**config.mk**
```make
export PLATFORM = sky130hd
export DESIGN_NAME = dtmf_burst_gen
export DESIGN_NICKNAME = d
export VERILOG_FILES = /design/src/rtl/dtmf_pkg.sv /design/src/rtl/dtmf_divider.sv /design/src/rtl/dtmf_seq.sv /design/src/rtl/dtmf_beep.sv /design/src/rtl/dtmf_burst_gen.sv
export SDC_FILE = /design/constraint.sdc
export NUM_CORES = 1
export LEC_CHECK = 0
export BUFFER_PORTS_ARGS = -buffer_cell sky130_fd_sc_hd__buf_2
export CAP_MARGIN = 5
export CORE_MARGIN = 1.5
export CORE_UTILIZATION = 60
export CTS_CLUSTER_DIAMETER = 100
export DETAILED_ROUTE_END_ITERATION = 6
export HOLD_SLACK_MARGIN = 0.06
export PLACE_DENSITY = 0.85
export SYNTH_ARGS = -nofsm -noshare
export SYNTH_HDL_FRONTEND = slang
export SYNTH_SLANG_ARGS = --single-unit
```
**constraint.sdc**
```tcl
create_clock -name clk -period 6.4 [get_ports clk]
set_input_delay 1.92 -clock clk [delete_from_list [all_inputs] [get_ports clk]]
set_output_delay 1.92 -clock clk [all_outputs]
set_load 0.01 [all_outputs]
```
**src/rtl/dtmf_pkg.sv**
```systemverilog
package dtmf_pkg;

  typedef enum logic [1:0] {
    PH_IDLE  = 2'd0,
    PH_BURST = 2'd1,
    PH_GAP   = 2'd2
  } phase_t;

  // Half-period count rounded to nearest: round(clk_hz / (2*f))
  function automatic int half_count(input int clk_hz, input int f_hz);
    int tenths;
    tenths = (clk_hz * 10) / (2 * f_hz);
    return (tenths + 5) / 10;
  endfunction

  function automatic int ms_to_cycles(input int clk_hz, input int ms);
    longint prod;
    prod = longint'(clk_hz) * longint'(ms);
    return int'(prod / 1000);
  endfunction

  function automatic int row_hz(input int idx);
    case (idx)
      0:       return 697;
      1:       return 770;
      2:       return 852;
      default: return 941;
    endcase
  endfunction

  function automatic int col_hz(input int idx);
    case (idx)
      0:       return 1209;
      1:       return 1336;
      default: return 1477;
    endcase
  endfunction

  function automatic int bits_for(input int value);
    return (value < 2) ? 1 : $clog2(value + 1);
  endfunction

endpackage

```
**src/rtl/dtmf_divider.sv**
```systemverilog
module dtmf_divider #(
  parameter int HW = 12
) (
  input  logic          clk,
  input  logic          rst_n,
  input  logic          run,
  input  logic [HW-1:0] half,
  output logic          wave
);

  logic [HW-1:0] cnt;
  logic          wrap;

  assign wrap = (cnt == half - HW'(1));

  always_ff @(posedge clk or negedge rst_n) begin
    if (!rst_n) begin
      cnt  <= '0;
      wave <= 1'b0;
    end else if (!run) begin
      cnt  <= '0;
      wave <= 1'b0;
    end else if (wrap) begin
      cnt  <= '0;
      wave <= ~wave;
    end else begin
      cnt <= cnt + HW'(1);
    end
  end


  idle_wave_low_chk: assert property (@(posedge clk) disable iff (!rst_n)
    !run |=> !wave);


  cnt_in_range_chk: assert property (@(posedge clk) disable iff (!rst_n)
    (run && half != '0) |-> (cnt < half));

endmodule

```
**src/rtl/dtmf_seq.sv**
```systemverilog
module dtmf_seq
  import dtmf_pkg::*;
#(
  parameter int TW    = 19,
  parameter int T_CYC = 100,
  parameter int G_CYC = 100
) (
  input  logic       clk,
  input  logic       rst_n,
  input  logic       key_stb,
  input  logic [3:0] key_code,
  input  logic       single_in,
  input  logic       ten_in,
  output logic       busy,
  output logic       burst_on,
  output logic       in_gap,
  output logic       accept,
  output logic [3:0] code_q,
  output logic       single_q,
  output logic       ten_q
);

  phase_t        phase;
  logic [TW-1:0] tmr;
  logic          burst_end;
  logic          gap_end;

  assign busy      = (phase != PH_IDLE);
  assign burst_on  = (phase == PH_BURST);
  assign in_gap    = (phase == PH_GAP);
  assign accept    = key_stb && !busy;
  assign burst_end = burst_on && (tmr == TW'(T_CYC - 1));
  assign gap_end   = in_gap && (tmr == TW'(G_CYC - 1));

  always_ff @(posedge clk or negedge rst_n) begin
    if (!rst_n) begin
      phase    <= PH_IDLE;
      tmr      <= '0;
      code_q   <= '0;
      single_q <= 1'b0;
      ten_q    <= 1'b0;
    end else begin
      case (phase)
        PH_IDLE: begin
          if (accept) begin
            phase    <= PH_BURST;
            tmr      <= '0;
            code_q   <= key_code;
            single_q <= single_in;
            ten_q    <= ten_in;
          end
        end
        PH_BURST: begin
          if (burst_end) begin
            phase <= PH_GAP;
            tmr   <= '0;
          end else begin
            tmr <= tmr + TW'(1);
          end
        end
        PH_GAP: begin
          if (gap_end) begin
            phase <= PH_IDLE;
            tmr   <= '0;
          end else begin
            tmr <= tmr + TW'(1);
          end
        end
        default: begin
          phase <= PH_IDLE;
          tmr   <= '0;
        end
      endcase
    end
  end


  accept_sets_busy_chk: assert property (@(posedge clk) disable iff (!rst_n)
    accept |=> burst_on);


  busy_needs_strobe_chk: assert property (@(posedge clk) disable iff (!rst_n)
    $rose(busy) |-> $past(key_stb));


  burst_into_gap_chk: assert property (@(posedge clk) disable iff (!rst_n)
    $fell(burst_on) |-> in_gap);


  busy_holds_code_chk: assert property (@(posedge clk) disable iff (!rst_n)
    (busy && key_stb) |=> $stable(code_q) && $stable(ten_q) && $stable(single_q));


  no_idle_to_gap_chk: assert property (@(posedge clk) disable iff (!rst_n)
    !busy |=> !in_gap);

endmodule

```
**src/rtl/dtmf_beep.sv**
```systemverilog
module dtmf_beep
  import dtmf_pkg::*;
#(
  parameter int K_CYC  = 100,
  parameter int K_HALF = 10
) (
  input  logic clk,
  input  logic rst_n,
  input  logic start,
  output logic tone,
  output logic active
);

  localparam int KW = bits_for(K_CYC);
  localparam int BW = bits_for(K_HALF);

  logic [KW-1:0] tcnt;
  logic          wave;

  always_ff @(posedge clk or negedge rst_n) begin
    if (!rst_n) begin
      active <= 1'b0;
      tcnt   <= '0;
    end else if (start) begin
      active <= 1'b1;
      tcnt   <= '0;
    end else if (active) begin
      if (tcnt == KW'(K_CYC - 1)) begin
        active <= 1'b0;
        tcnt   <= '0;
      end else begin
        tcnt <= tcnt + KW'(1);
      end
    end
  end

  dtmf_divider #(.HW(BW)) u_div (
    .clk   (clk),
    .rst_n (rst_n),
    .run   (active),
    .half  (BW'(K_HALF)),
    .wave  (wave)
  );

  assign tone = wave & active;


  beep_starts_low_chk: assert property (@(posedge clk) disable iff (!rst_n)
    $rose(active) |-> !tone);


  beep_silent_when_idle_chk: assert property (@(posedge clk) disable iff (!rst_n)
    !active |-> !tone);

endmodule

```
**src/rtl/dtmf_burst_gen.sv**
```systemverilog
module dtmf_burst_gen
  import dtmf_pkg::*;
#(
  parameter int CLK_HZ  = 3579545,
  parameter int TONE_MS = 93,
  parameter int GAP_MS  = 93,
  parameter int BEEP_MS = 35,
  parameter int BEEP_HZ = 1200
) (
  input  logic       clk,
  input  logic       rst_n,
  input  logic       key_stb,
  input  logic [3:0] key_code,
  input  logic       single_tone,
  input  logic       tone_en,
  output logic       row_tone,
  output logic       col_tone,
  output logic       busy,
  output logic       key_tone
);

  localparam int T_CYC  = ms_to_cycles(CLK_HZ, TONE_MS);
  localparam int G_CYC  = ms_to_cycles(CLK_HZ, GAP_MS);
  localparam int K_CYC  = ms_to_cycles(CLK_HZ, BEEP_MS);
  localparam int K_HALF = half_count(CLK_HZ, BEEP_HZ);
  localparam int MAXH   = half_count(CLK_HZ, row_hz(0));
  localparam int HW     = bits_for(MAXH);
  localparam int TW     = bits_for((T_CYC > G_CYC) ? T_CYC : G_CYC);

  logic          burst_on;
  logic          in_gap;
  logic          accept;
  logic [3:0]    code_q;
  logic          single_q;
  logic          ten_q;
  logic          row_wave;
  logic          col_wave;
  logic          beep_active;
  logic          col_allowed;
  logic [HW-1:0] row_tab [4];
  logic [HW-1:0] col_tab [4];

  genvar gi;
  generate
    for (gi = 0; gi < 4; gi++) begin : g_tab
      assign row_tab[gi] = HW'(half_count(CLK_HZ, row_hz(gi)));
      if (gi < 3) begin : g_col
        assign col_tab[gi] = HW'(half_count(CLK_HZ, col_hz(gi)));
      end else begin : g_nocol
        assign col_tab[gi] = HW'(MAXH);
      end
    end
  endgenerate

  dtmf_seq #(.TW(TW), .T_CYC(T_CYC), .G_CYC(G_CYC)) u_seq (
    .clk       (clk),
    .rst_n     (rst_n),
    .key_stb   (key_stb),
    .key_code  (key_code),
    .single_in (single_tone),
    .ten_in    (tone_en),
    .busy      (busy),
    .burst_on  (burst_on),
    .in_gap    (in_gap),
    .accept    (accept),
    .code_q    (code_q),
    .single_q  (single_q),
    .ten_q     (ten_q)
  );

  dtmf_divider #(.HW(HW)) u_row (
    .clk   (clk),
    .rst_n (rst_n),
    .run   (burst_on),
    .half  (row_tab[code_q[3:2]]),
    .wave  (row_wave)
  );

  dtmf_divider #(.HW(HW)) u_col (
    .clk   (clk),
    .rst_n (rst_n),
    .run   (burst_on),
    .half  (col_tab[code_q[1:0]]),
    .wave  (col_wave)
  );

  dtmf_beep #(.K_CYC(K_CYC), .K_HALF(K_HALF)) u_beep (
    .clk    (clk),
    .rst_n  (rst_n),
    .start  (accept),
    .tone   (key_tone),
    .active (beep_active)
  );

  assign col_allowed = ten_q && !single_q && (code_q[1:0] != 2'd3);
  assign row_tone    = burst_on && ten_q && row_wave;
  assign col_tone    = burst_on && col_allowed && col_wave;


  gap_silent_chk: assert property (@(posedge clk) disable iff (!rst_n)
    in_gap |-> (!row_tone && !col_tone && busy));


  idle_quiet_chk: assert property (@(posedge clk) disable iff (!rst_n)
    !busy |-> (!row_tone && !col_tone && !key_tone));


  pulse_mode_quiet_chk: assert property (@(posedge clk) disable iff (!rst_n)
    (busy && !ten_q) |-> (!row_tone && !col_tone));


  beep_within_busy_chk: assert property (@(posedge clk) disable iff (!rst_n)
    beep_active |-> busy);

endmodule

```
---- Word level (Yosys, flattened, before mapping) ----
Index checks and enable logic that the tools add are counted.
cells by class
  bitwise gates (word level) .............. 6
  mux-type cells .......................... 32
  magnitude comparators ................... 2
  reductions and logical operators ........ 16
  eq/ne operators ......................... 14
  add/sub/neg operators ................... 7
operator list
  operator                                                                  count
  12-bit two-way mux                                                        8
  19-bit two-way mux                                                        3
  19-bit one-hot mux with 3 select lines                                    1
  17-bit two-way mux                                                        3
  12-bit binary-select mux with 2-bit select                                2
  12-bit by 1-bit adder with 12-bit output (second input constant)          2
  12-bit == test                                                            2
  12-bit by 1-bit subtractor with 12-bit output (second input constant)     2
  11-bit two-way mux                                                        2
  19-bit by 1-bit adder with 19-bit output (second input constant)          1
  19-bit == test (second input constant)                                    1
  17-bit by 1-bit adder with 17-bit output (second input constant)          1
  17-bit == test (second input constant)                                    1
  11-bit by 1-bit adder with 11-bit output (second input constant)          1
  11-bit == test (second input constant)                                    1
  1-bit logical AND                                                         9
  1-bit two-way mux                                                         9
  2-bit inequality test (second input constant)                             4
  3-bit greater-or-equal comparator (second input constant)                 2
  2-bit two-way mux                                                         3
  2-bit by 1-bit inequality test with 1-bit output (second input constant)  3
  2-bit NOT with 3-bit output                                               2
  2-bit one-hot mux with 3 select lines                                     1
  2-bit nonzero test                                                        2
  8 further kinds                                                           11
word-level totals
  bits of input ports ..................... 9
  register bits after elaboration ......... 83
  logic and storage cells ................. 90

---- Longest topological paths before layout ----
Gate-level depths: netlist of the first run.
  depth after elaboration ................. 8
  mapped depth ............................ 8
  mapped depth without buffers ............ 7

---- Hierarchy ----
From an unflattened synthesis of the first run, not the netlist that was laid out.
second synthesis, totals
  cells, all modules ...................... 630
  area total of the unflattened synthesis .. 5,739.3 um2
by module, submodules not included
  module                       cells an instance  area each (um2)  instances
  dtmf_divider (u_col ...)     116                1,052.3          2
  dtmf_seq                     164                1,581.5          1
  dtmf_beep                    115                1,027.2          1
  dtmf_divider (u_beep.u_div)  97                 863.3            1
  dtmf_burst_gen               22                 162.7            1

---- Worst setup path before layout of the first run ----
No wires, ideal clock.
  path type ............................... reg2out
  from .................................... register u_seq.phase[1]
  to ...................................... output port col_tone
  data arrival time ....................... 1.130 ns
  slack ................................... 3.350 ns
  stages on the path, launching flop included .. 6
  path buffers ............................ 1
  path through ............................ dfrtp_1 > inv_1 > ha_1 > clkbuf_1 > nand4b_1 > nor2_1
on the way
  word-level cells in the longest chain between the ends .. 3
RTL lines
  item                                      line                  RTL
  start: declaration                        dtmf_seq.sv:23        phase_t phase;
  start signal: assignment                  dtmf_seq.sv:37        phase <= PH_IDLE;
  start signal: assignment                  dtmf_seq.sv:46        phase <= PH_BURST;
  start signal: assignment                  dtmf_seq.sv:55        phase <= PH_GAP;
  2-bit by 1-bit == test with 1-bit output  dtmf_seq.sv:29        assign burst_on = (phase == PH_BURST);
  1-bit logical AND (2 in series)           dtmf_burst_gen.sv:97  assign col_tone = burst_on && col_allowed && col_wave;
  end: declaration                          dtmf_burst_gen.sv:17  output logic col_tone,
Every way passes these cells.

---- Worst setup path after layout of the first run ----
Ends and elaborated chain as after synthesis.

==> Implementation_results.wiki, run 1 <==
{| class="wikitable"
! Metric !! Value
|-
| Port-buffer cells || 12
|-
| Worst-case setup slack after placement || 2.82 ns
|-
| Critical path start-end classification || reg2out
|-
| Max_cap viols || 0
|-
| Minimum setup slack in the final design || 2.84 ns
|-
| Async SR Flop Fraction || 100%
|-
| Required arrival time at the worst endpoint || 4.48 ns
|-
| Top cell type's share of synthesized area || 46.9%
|-
| Hold-fix buffers at CTS || 0
|-
| Initial standard-cell utilization of the core || 61.4%
|-
| Antenna violations before repair || 0
|-
| DRC Markers || 0
|-
| Area of the mapped netlist || 4430 µm²
|-
| Congestion Overflow GR || 0
|-
| Root buf cell || clkbuf_8
|-
| Setup Total Neg Slack || 0 ns
|-
| Net count reported at finish || 491
|-
| Clock power share || 29.2%
|-
| CTS H-tree lvls || 3
|-
| Pin count of the biggest net entering global routing || 84
|-
| Internal Dissipation || 0.932 mW
|-
| Biggest area consumer among synthesized cells || dfrtp_1
|-
| Die outline width || 89.0 µm
|-
| Final hold viol count || 0
|-
| Setup Buffers After CTS || 0
|-
| DR vias || 3,369
|-
| Top cells by area in the synthesized netlist || dfrtp_1 (47%), xor2_1 (7.1%), nor2_1 (5.3%)
|-
| Seq/Total Area, Yosys || 46.9%
|-
| Synth Flop Type || dfrtp_1
|-
| Warnings from Yosys || 0
|-
| Post-detailed-routing wire length || 8440 µm
|-
| Cell variety after synth || 49
|-
| Crit share post-route || 55.7%
|-
| Class of the worst hold path || reg2reg
|-
| Largest fanout of any net on the critical path || 11
|-
| Final hold slack || 0.457 ns
|-
| Register clock-pin slew on the reported worst setup and hold paths || 0.08 ns
|-
| Number of enable flip-flop cells after synthesis || 0
|-
| Per-cell routed wire length || 14.9 µm
|-
| Sum of internal, switching and leakage power || 1.39 mW
|-
| Vias per cell || 5.93
|-
| Buffer depth of the longest clock path || 2
|-
| RePlAce Congestion || 0.836
|-
| Data arrival time of the worst path || 1.64 ns
|-
| Clock Skews || 0.0113 ns
|-
| Nets in the synthesized netlist || 483
|-
| Sequential cell fraction of total power || 46.3%
|-
| Critical Path Source Type || flip-flop
|-
| Number of placement rows || 31
|-
| Synthesized flop and latch total || 83
|-
| PostCTS Resize Cnt || 0
|-
| Total CTS buffers || 9
|-
| Most common cell in the synthesized netlist || dfrtp_1
|-
| Count of pins over their slew limit || 0
|-
| Number of global-route vias before repair || 3,192
|-
| DPL Wire Length || 5590 µm
|-
| GRT Overall Usage || 23.0%
|-
| Proportion of layout cells with a drive suffix above 1 || 8.53%
|-
| Layout area overhead || 7.14%
|-
| First-pass DRT Iterations || 5
|-
| Status || complete, no violations
|-
| Skew-Pair Late Insertion Delay || 0.36 ns
|-
| Core region area || 7210 µm²
|-
| Least-Margin Pin Slew || 1.26 ns
|-
| Combinational share of power || 24.5%
|-
| Sw Pwr || 0.458 mW
|-
| Die ar. || 7910 µm²
|-
| Clock tree from TritonCTS || built
|-
| Max VDD drop || 113 µV
|-
| Final ANT Viol Nets || 0
|-
| Leakage power || 2.18 nW
|-
| Net switching share of the total power || 32.9%
|-
| Clock period minus worst slack || 3.56 ns
|-
| Chip Height || 89.0 µm
|-
| Achievable clock frequency || 0.281 GHz
|-
| Iter 0 DRT Violations || 160
|-
| Total inserted antenna cells || 0
|-
| Top cell types by occurrence after synthesis || dfrtp_1 (83), nor2_1 (63), nand3_1 (44)
|-
| Normalized max-slew margin || 16.1%
|-
| First-pass GRT wire length || 14,200 µm
|-
| Power density over the cells || 293 nW/µm²
|-
| CTS sink cnt || 83
|-
| Average size of a mapped cell || 9.72 µm²
|-
| Setup repair after global routing missed its margin || false
|-
| Final setup vio count || 0
|-
| Post-synthesis cell count || 456
|-
| Ports || 13
|-
| Endpoint type of the worst setup path || output pin
|}
==> final timing paths <==
check                                     start            end  slack (ns)  cells past startpoint
worst max-delay path             u_seq.phase[1]       col_tone        2.84                      5
worst min-delay path               u_col.cnt[0]   u_col.cnt[0]        0.46                      1
worst max register to register  u_seq.code_q[2]   u_row.cnt[2]        3.67                      7
worst min register to register     u_col.cnt[0]   u_col.cnt[0]        0.46                      1
max in group asynchronous                 rst_n   u_seq.tmr[1]        4.01                      1
min in group asynchronous                 rst_n  u_col.cnt[10]        1.71                      1
==> power groups by stage <==
stage                     sequential, mW  combinational [mW]  clock, mW
after detailed placement           0.653               0.339          0
after CTS                          0.643               0.344      0.412
after global placement             0.648               0.320          0
after global routing               0.652               0.381      0.434
after floorplan                    0.628               0.285          0
final                              0.643               0.341      0.406
==> registers in the layout, summed over array words and instances (netlist names), 2 cells and up <==
name              flops
u_seq.code_q          4
u_col.cnt            12
u_seq.phase           2
u_seq.tmr            19
u_beep.u_div.cnt     11
u_beep.tcnt          17
u_row.cnt            12
==> layer usage <==
layer	up-vias	GRT usage [%]	wire (µm)	share of wire, %
met5	-	0	0	0
met4	0	8.67	125	1.5
met3	12	4.99	305	3.6
met2	76	38.6	4240	50
met1	1668	29.5	3770	45
li1	1613	-	-	-
==> critical path, cell delays in order (launching register included) <==
cell and delay (ns):
dfrtp_1 0.40, inv_1 0.11, ha_1 0.36, nand4b_1 0.17, nor2_1 0.10, buf_2 0.13
==> kinds of logic (layout without fill, tap and decap cells) <==
| family | after synthesis | after routing | share of synthesized area [%] |
|---|---|---|---|
| multiplexers | 10 | 10 | 2.46 |
| adder cells (fa/ha/maj) | 18 | 18 | 5.08 |
| buffers and inverters | 32 | 45 | 3.25 |
| XOR/XNOR | 53 | 53 | 10.5 |
| AND/OR/NAND/NOR | 204 | 204 | 23.1 |
| flip-flops | 83 | 83 | 46.9 |
| AO/OA/AOI/OAI | 56 | 56 | 8.81 |
==> area by class of cell <==
cell class                      count  area [µm²]
Fill cell                         571        2460
Sequential cell                    83        2080
Clock inverter                      4        75.1
Clock buffer                       12         135
Multi-Input combinational cell    341        2210
Inverter                           17        63.8
Timing Repair Buffer               12        62.6
Tap cell                           99         124
==> layout by cell type, fill, tap and decap left out, types with 2 or more instances in the layout <==
cell,netlist,final
bufinv_16,0,2
nor4_1,9,9
a31oi_1,12,12
clkbuf_8,0,9
dfrtp_1,83,83
xor2_1,36,36
nor4b_1,2,2
inv_1,17,17
ha_1,18,18
o21a_1,2,2
a22o_1,4,4
and2_1,4,4
or4b_2,2,2
clkbuf_1,7,3
and4_1,3,3
nand2b_1,5,5
buf_2,4,11
nand2_1,34,34
nand4b_1,2,2
a21oi_1,10,10
a21o_1,6,6
nor2_1,63,63
clkinvlp_4,0,2
xnor2_1,17,17
nand3_1,44,44
and3_1,7,7
mux2_2,7,7
nor3_1,6,6
mux2i_1,3,3
a41oi_1,4,4
o21ai_0,10,10
nor4bb_1,2,2
nand4_1,13,13
==> through the flow <==
stage	area, µm²	instances	utilization (%)
floorplan	4430	456	-
global placement	4540	552	62.9
detailed placement	4540	552	62.9
CTS	4750	568	65.8
global route	4750	568	65.8
finish	4750	568	65.8
No activity file was read; power rests on OpenSTA's default activity.
==> inputs of run 2 (changes only) <==
- CORE_UTILIZATION: 60 -> 56
- PLACE_DENSITY: 0.85 -> 0.84
- clock period: 6.4 -> 3 ns (I/O delays scaled with it)
==> run 2 against run 1 <==
Design area is 1.0% higher; critical endpoint is now u_row.cnt[9]; cell count is 0.88% higher; wire length is 0.55% higher; first-iteration DRC count is 33% higher; clock skew is 0.0011 ns lower; count of clock-buffer cells in the layout is 1 lower; sequential share of layout area is 0.44 points lower; flip-flop and latch count stayed put; register-to-register slack worse by 3.4 ns; worst setup slack worse by 2.5 ns.
==> Implementation_results.wiki, run 2 (synthesis gave the netlist of run 1 again) <==
{| class="wikitable"
! Metric !! Value
|-
| Power density over the cells || 627 nW/µm² (was 293 nW/µm²)
|-
| Fraction of the core area covered by cells at the end of the flow || 62.4% (was 65.8%)
|-
| CTS sink cnt || 83 (unchanged)
|-
| Final hold viol count || 0 (unchanged)
|-
| First-pass GRT wire length || 14,700 µm (was 14,200 µm)
|-
| Class of the worst hold path || reg2reg (unchanged)
|-
| Least-Margin Pin Slew || 1.23 ns (was 1.26 ns)
|-
| Congestion Overflow GR || 0 (unchanged)
|-
| Design Area, Final || 4800 µm² (was 4750 µm²)
|-
| Largest fanout of any net on the critical path || 12 (was 11)
|-
| Data arrival time of the worst path || 2.90 ns (was 1.64 ns)
|-
| DR vias || 3,328 (was 3,369)
|-
| Proportion of layout cells with a drive suffix above 1 || 9.34% (was 8.53%)
|-
| CTS H-tree lvls || 3 (unchanged)
|-
| First-pass DRT Iterations || 4 (was 5)
|-
| Final setup vio count || 0 (unchanged)
|-
| Antenna violations before repair || 0 (unchanged)
|-
| Critical Path Source Type || flip-flop (unchanged)
|-
| Endpoint type of the worst setup path || flip-flop (was output pin)
|-
| Die outline width || 92.0 µm (was 89.0 µm)
|-
| Leakage power || 2.21 nW (was 2.18 nW)
|-
| Setup Total Neg Slack || 0 ns (unchanged)
|-
| Chip Height || 92.0 µm (was 89.0 µm)
|-
| Total CTS buffers || 9 (unchanged)
|-
| Top library cells by usage in the layout, fill and taps aside || dfrtp_1 (83), nor2_1 (63), nand3_1 (44), xor2_1 (36), nand2_1 (34) (unchanged)
|-
| Initial standard-cell utilization of the core || 57.7% (was 61.4%)
|-
| Total inserted antenna cells || 0 (unchanged)
|-
| Crit share post-route || 89.4%
|-
| Achievable clock frequency || 0.373 GHz
|-
| Iter 0 DRT Violations || 213 (was 160)
|-
| Count of pins over their slew limit || 0 (unchanged)
|-
| DP Area || 4570 µm² (was 4540 µm²)
|-
| Clock tree from TritonCTS || built (unchanged)
|-
| Most common cell after layout, fill and taps aside || dfrtp_1 (unchanged)
|-
| Number of global-route vias before repair || 3,225 (was 3,192)
|-
| Clock period minus worst slack || 2.68 ns
|-
| Post-placement cell count || 557 (was 552)
|-
| Required arrival time at the worst endpoint || 3.22 ns (was 4.48 ns)
|-
| Core region area || 7690 µm² (was 7210 µm²)
|-
| Max VDD drop || 260 µV (was 113 µV)
|-
| Max_cap viols || 0 (unchanged)
|-
| Die ar. || 8460 µm² (was 7910 µm²)
|-
| Top flop regs || u_seq.tmr (19), u_beep.tcnt (17) (unchanged)
|-
| Normalized max-slew margin || 18.3% (was 16.1%)
|-
| Port-buffer cells || 12 (unchanged)
|-
| Post-detailed-routing wire length || 8480 µm (was 8440 µm)
|-
| Vias per cell || 5.81 (was 5.93)
|-
| Skew-Pair Late Insertion Delay || 0.36 ns (about the same)
|-
| Count of non-filler cells in the finished layout || 573 (was 568)
|-
| Setup repair after global routing missed its margin || false (unchanged)
|-
| Pin count of the biggest net entering global routing || 50 (was 84)
|-
| Final hold slack || 0.462 ns (was 0.457 ns)
|-
| GRT Overall Usage || 21.8% (was 23.0%)
|-
| Status || complete, no violations (unchanged)
|-
| Most flop-heavy register || u_seq.tmr (unchanged)
|-
| Per-cell routed wire length || 14.8 µm (was 14.9 µm)
|-
| Hold-fix buffers at CTS || 0 (unchanged)
|-
| Layout area overhead || 8.24% (was 7.14%)
|-
| DPL Wire Length || 5900 µm (was 5590 µm)
|-
| Number of placement rows || 32 (was 31)
|-
| Critical path start-end classification || reg2reg (was reg2out)
|-
| Buffer depth of the longest clock path || 2 (unchanged)
|-
| Flip-flop count of the largest register after layout || 19 (unchanged)
|-
| Root buf cell || clkbuf_8 (unchanged)
|-
| Final ANT Viol Nets || 0 (unchanged)
|-
| Clock Skews || 0.0102 ns (was 0.0113 ns)
|-
| DRC Markers || 0 (unchanged)
|-
| RePlAce Congestion || 0.823 (was 0.836)
|-
| Ports || 13 (unchanged)
|-
| Setup Buffers After CTS || 0 (unchanged)
|-
| Net count reported at finish || 493 (was 491)
|-
| PostCTS Resize Cnt || 0 (unchanged)
|-
| Register clock-pin slew on the reported worst setup and hold paths || 0.09 ns (was 0.08 ns)
|}
[run 2: where the power goes]
part	leakage [nW]	switching, mW	internal [mW]
combinational	0.987	0.440	0.297
sequential	1.11	0.135	1.23
clock	0.114	0.412	0.496
[run 2: path summary, 6_finish.rpt]
kind / startpoint / endpoint / slack [ns] / depth (start not counted)
setup / recovery: u_seq.code_q[2] / u_row.cnt[9] / 0.32 / 7
hold / removal: u_col.cnt[0] / u_col.cnt[0] / 0.46 / 1
setup reg to reg: u_seq.code_q[2] / u_row.cnt[9] / 0.32 / 7
hold reg to reg: u_col.cnt[0] / u_col.cnt[0] / 0.46 / 1
max in group asynchronous: rst_n / u_beep.tcnt[13] / 1.92 / 2
min in group asynchronous: rst_n / u_col.cnt[8] / 0.47 / 1
[run 2: per-layer routing]
layer / global-route usage, % / part of all wire, % / vias to the layer above
li1: - / - / 1616
met1: 27.7 / 44 / 1631
met2: 35.8 / 50 / 62
met3: 4.15 / 3.0 / 19
met4: 10.5 / 2.5 / 0
met5: 0 / 0 / -
[run 2: critical path: stages, from the launching register on]
cell	delay, ns
dfrtp_1	0.45
inv_1	0.10
ha_1	0.31
or3b_2	0.47
a221o_1	0.36
nor4_1	0.28
nand2b_1	0.46
nor2_1	0.11
[run 2: through the flow]
step / setup slack [ns] / power (mW)
after detailed placement: 0.341 / 2.12
final: 0.318 / 3.01
after global routing: 0.107 / 3.19
after floorplan: 0.675 / 1.95
after CTS: 0.314 / 3.03
after global placement: 0.482 / 2.07
[run 2: layout make-up]
class | instances | area (µm²)
Multi-Input combinational cell | 341 | 2210
Timing Repair Buffer | 14 | 90.1
Tap cell | 102 | 128
Inverter | 17 | 63.8
Fill cell | 616 | 2890
Clock buffer | 11 | 141
Clock inverter | 5 | 86.3
Sequential cell | 83 | 2080
==> inputs of run 3 (changes only) <==
- CTS_BUF_LIST: not set -> sky130_fd_sc_hd__clkbuf_16
==> run 3 against run 2 <==
Sequential share of layout area decreased by 0.81 points; largest power group unchanged; die area unchanged; worst setup slack got worse by 0.0029 ns; flip-flop and latch count unchanged; cell count unchanged.
==> Implementation_results.wiki, run 3 (synthesis gave the netlist of run 1 again) <==
{| class="wikitable"
! Metric !! Value
|-
| Total CTS buffers || 9 (unchanged)
|-
| Master of the slowest instance on the critical path || dfrtp_1 (was or3b_2)
|-
| Clock Skews || 0.00644 ns (was 0.0102 ns)
|-
| First-pass GRT wire length || 15,000 µm (was 14,700 µm)
|-
| Sum of internal, switching and leakage power || 3.29 mW (was 3.01 mW)
|-
| Leakage power || 2.26 nW (was 2.21 nW)
|-
| Top library cells by usage in the layout, fill and taps aside || dfrtp_1 (83), nor2_1 (63), nand3_1 (44), xor2_1 (36), nand2_1 (34) (unchanged)
|-
| Pin count of the biggest net entering global routing || 50 (unchanged)
|-
| Max VDD drop || 339 µV (was 260 µV)
|-
| Top flop regs || u_seq.tmr (19), u_beep.tcnt (17) (unchanged)
|-
| Setup Buffers After CTS || 0 (unchanged)
|-
| Antenna violations before repair || 0 (unchanged)
|-
| Final hold viol count || 0 (unchanged)
|-
| Number of placement rows || 32 (unchanged)
|-
| Setup Total Neg Slack || 0 ns (unchanged)
|-
| Storage cell area || 2080 µm² (unchanged)
|-
| Final ANT Viol Nets || 0 (unchanged)
|-
| Hold-fix buffers at CTS || 0 (unchanged)
|-
| DR vias || 3,349 (was 3,328)
|-
| Flip-flop count of the largest register after layout || 19 (unchanged)
|-
| Chain of cells forming the critical path || inv_1, ha_1, or3b_2, a221o_1, nor4_1, nand2b_1, nor2_1 (unchanged)
|-
| Max_cap viols || 0 (unchanged)
|-
| Iter 0 DRT Violations || 182 (was 213)
|-
| Ports || 13 (unchanged)
|-
| Hold path cells || 1 (unchanged)
|-
| Clock period minus worst slack || 2.69 ns (was 2.68 ns)
|-
| Layout area overhead || 10.3% (was 8.24%)
|-
| Die ar. || 8460 µm² (unchanged)
|-
| Net count reported at finish || 493 (unchanged)
|-
| Power density over the cells || 673 nW/µm² (was 627 nW/µm²)
|-
| Endpoint type of the worst setup path || flip-flop (unchanged)
|-
| Die outline width || 92.0 µm (unchanged)
|-
| Status || complete, no violations (unchanged)
|-
| Class of the worst hold path || reg2reg (unchanged)
|-
| Total inserted antenna cells || 0 (unchanged)
|-
| DPL Wire Length || 5900 µm (unchanged)
|-
| Crit path largest cell delay || 0.46 ns (was 0.47 ns)
|-
| Most flop-heavy register || u_seq.tmr (unchanged)
|-
| Crit share post-route || 89.5% (was 89.4%)
|-
| Per-cell routed wire length || 15.2 µm (was 14.8 µm)
|-
| Largest fanout of any net on the critical path || 12 (unchanged)
|-
| Count of fill cells added during filler insertion || 608 (was 616)
|-
| Least-Margin Pin Slew || 1.20 ns (was 1.23 ns)
|-
| Design Area, Final || 4890 µm² (was 4800 µm²)
|-
| DRC Markers || 0 (unchanged)
|-
| Register clock-pin slew on the reported worst setup and hold paths || 0.06 ns (was 0.09 ns)
|-
| Buffer depth of the longest clock path || 2 (unchanged)
|-
| Number of global-route vias before repair || 3,242 (was 3,225)
|-
| Worst R2R Path Depth || 7 (unchanged)
|-
| Congestion Overflow GR || 0 (unchanged)
|-
| Chip Height || 92.0 µm (unchanged)
|-
| Final setup vio count || 0 (unchanged)
|-
| Area used by multi-input combinational logic || 2210 µm² (unchanged)
|-
| PostCTS Resize Cnt || 0 (unchanged)
|-
| Data arrival time of the worst path || 2.89 ns (was 2.90 ns)
|-
| Setup repair after global routing missed its margin || false (unchanged)
|-
| GRT Overall Usage || 22.3% (was 21.8%)
|-
| RePlAce Congestion || 0.823 (unchanged)
|-
| Critical Path Source Type || flip-flop (unchanged)
|-
| Vias per cell || 5.84 (was 5.81)
|-
| Normalized max-slew margin || 19.8% (was 18.3%)
|-
| Critical path start-end classification || reg2reg (unchanged)
|-
| Post-detailed-routing wire length || 8730 µm (was 8480 µm)
|-
| CTS sink cnt || 83 (unchanged)
|-
| Skew-Pair Late Insertion Delay || 0.34 ns (was 0.36 ns)
|-
| Count of pins over their slew limit || 0 (unchanged)
|-
| Initial standard-cell utilization of the core || 57.7% (unchanged)
|-
| Most common cell after layout, fill and taps aside || dfrtp_1 (unchanged)
|-
| Core region area || 7690 µm² (unchanged)
|-
| Clock tree from TritonCTS || built (unchanged)
|-
| DP Area || 4570 µm² (unchanged)
|-
| Required arrival time at the worst endpoint || 3.20 ns (was 3.22 ns)
|-
| Achievable clock frequency || 0.372 GHz (was 0.373 GHz)
|-
| First-pass DRT Iterations || 4 (unchanged)
|-
| Port-buffer cells || 12 (unchanged)
|-
| Root buf cell || clkbuf_16 (was clkbuf_8)
|-
| CTS H-tree lvls || 3 (unchanged)
|-
| Proportion of layout cells with a drive suffix above 1 || 9.13% (was 9.34%)
|}
run 3: power breakdown:
group	switching, mW	internal, mW
registers	0.136	1.23
clock network	0.456	0.727
logic	0.444	0.296
run 3: final cells by class:
class,count,area share (%)
sequential,83,42.5
clock buffer,9,4.61
multi-input combinational,341,45.2
inverter,17,1.31
clock inverter,7,1.92
tap,102,2.61
timing repair buffer,14,1.84
run 3: through the flow:
step | hold slack [ns] | util, % | std cells | worst slack (ns)
floorplan | 0.425 | - | 456 | 0.675
global placement | 0.440 | 59.5 | 557 | 0.482
detailed placement | 0.450 | 59.5 | 557 | 0.341
CTS | 0.458 | 63.6 | 573 | 0.324
global route | 0.471 | 63.6 | 573 | 0.129
finish | 0.460 | 63.6 | 573 | 0.315
run 3: worst paths after layout:
kind,from,endpoint,slack (ns)
setup / recovery,u_seq.code_q[2],u_row.cnt[5],0.31
hold / removal,u_col.cnt[0],u_col.cnt[0],0.46
setup reg to reg,u_seq.code_q[2],u_row.cnt[5],0.31
hold reg to reg,u_col.cnt[0],u_col.cnt[0],0.46
max in group asynchronous,rst_n,u_beep.u_div.cnt[1],1.89
min in group asynchronous,rst_n,u_col.cnt[8],0.50
run 3: routing by layer:
layer	vias up	global-route usage [%]	wire length (µm)
li1	1618	-	-
met1	1660	28.0	3850
met2	57	38.6	4510
met3	14	4.06	242
met4	0	7.95	137
met5	-	0	0
run 3: critical path, delay by kind of cell (launching register included):
family	cells	cell delay, ns
and+or+nand+nor	4	1.32
DFF	1	0.46
AOI/OAI and AO/OA	1	0.35
buffers and inverters	1	0.11
adders and majority gates	1	0.31
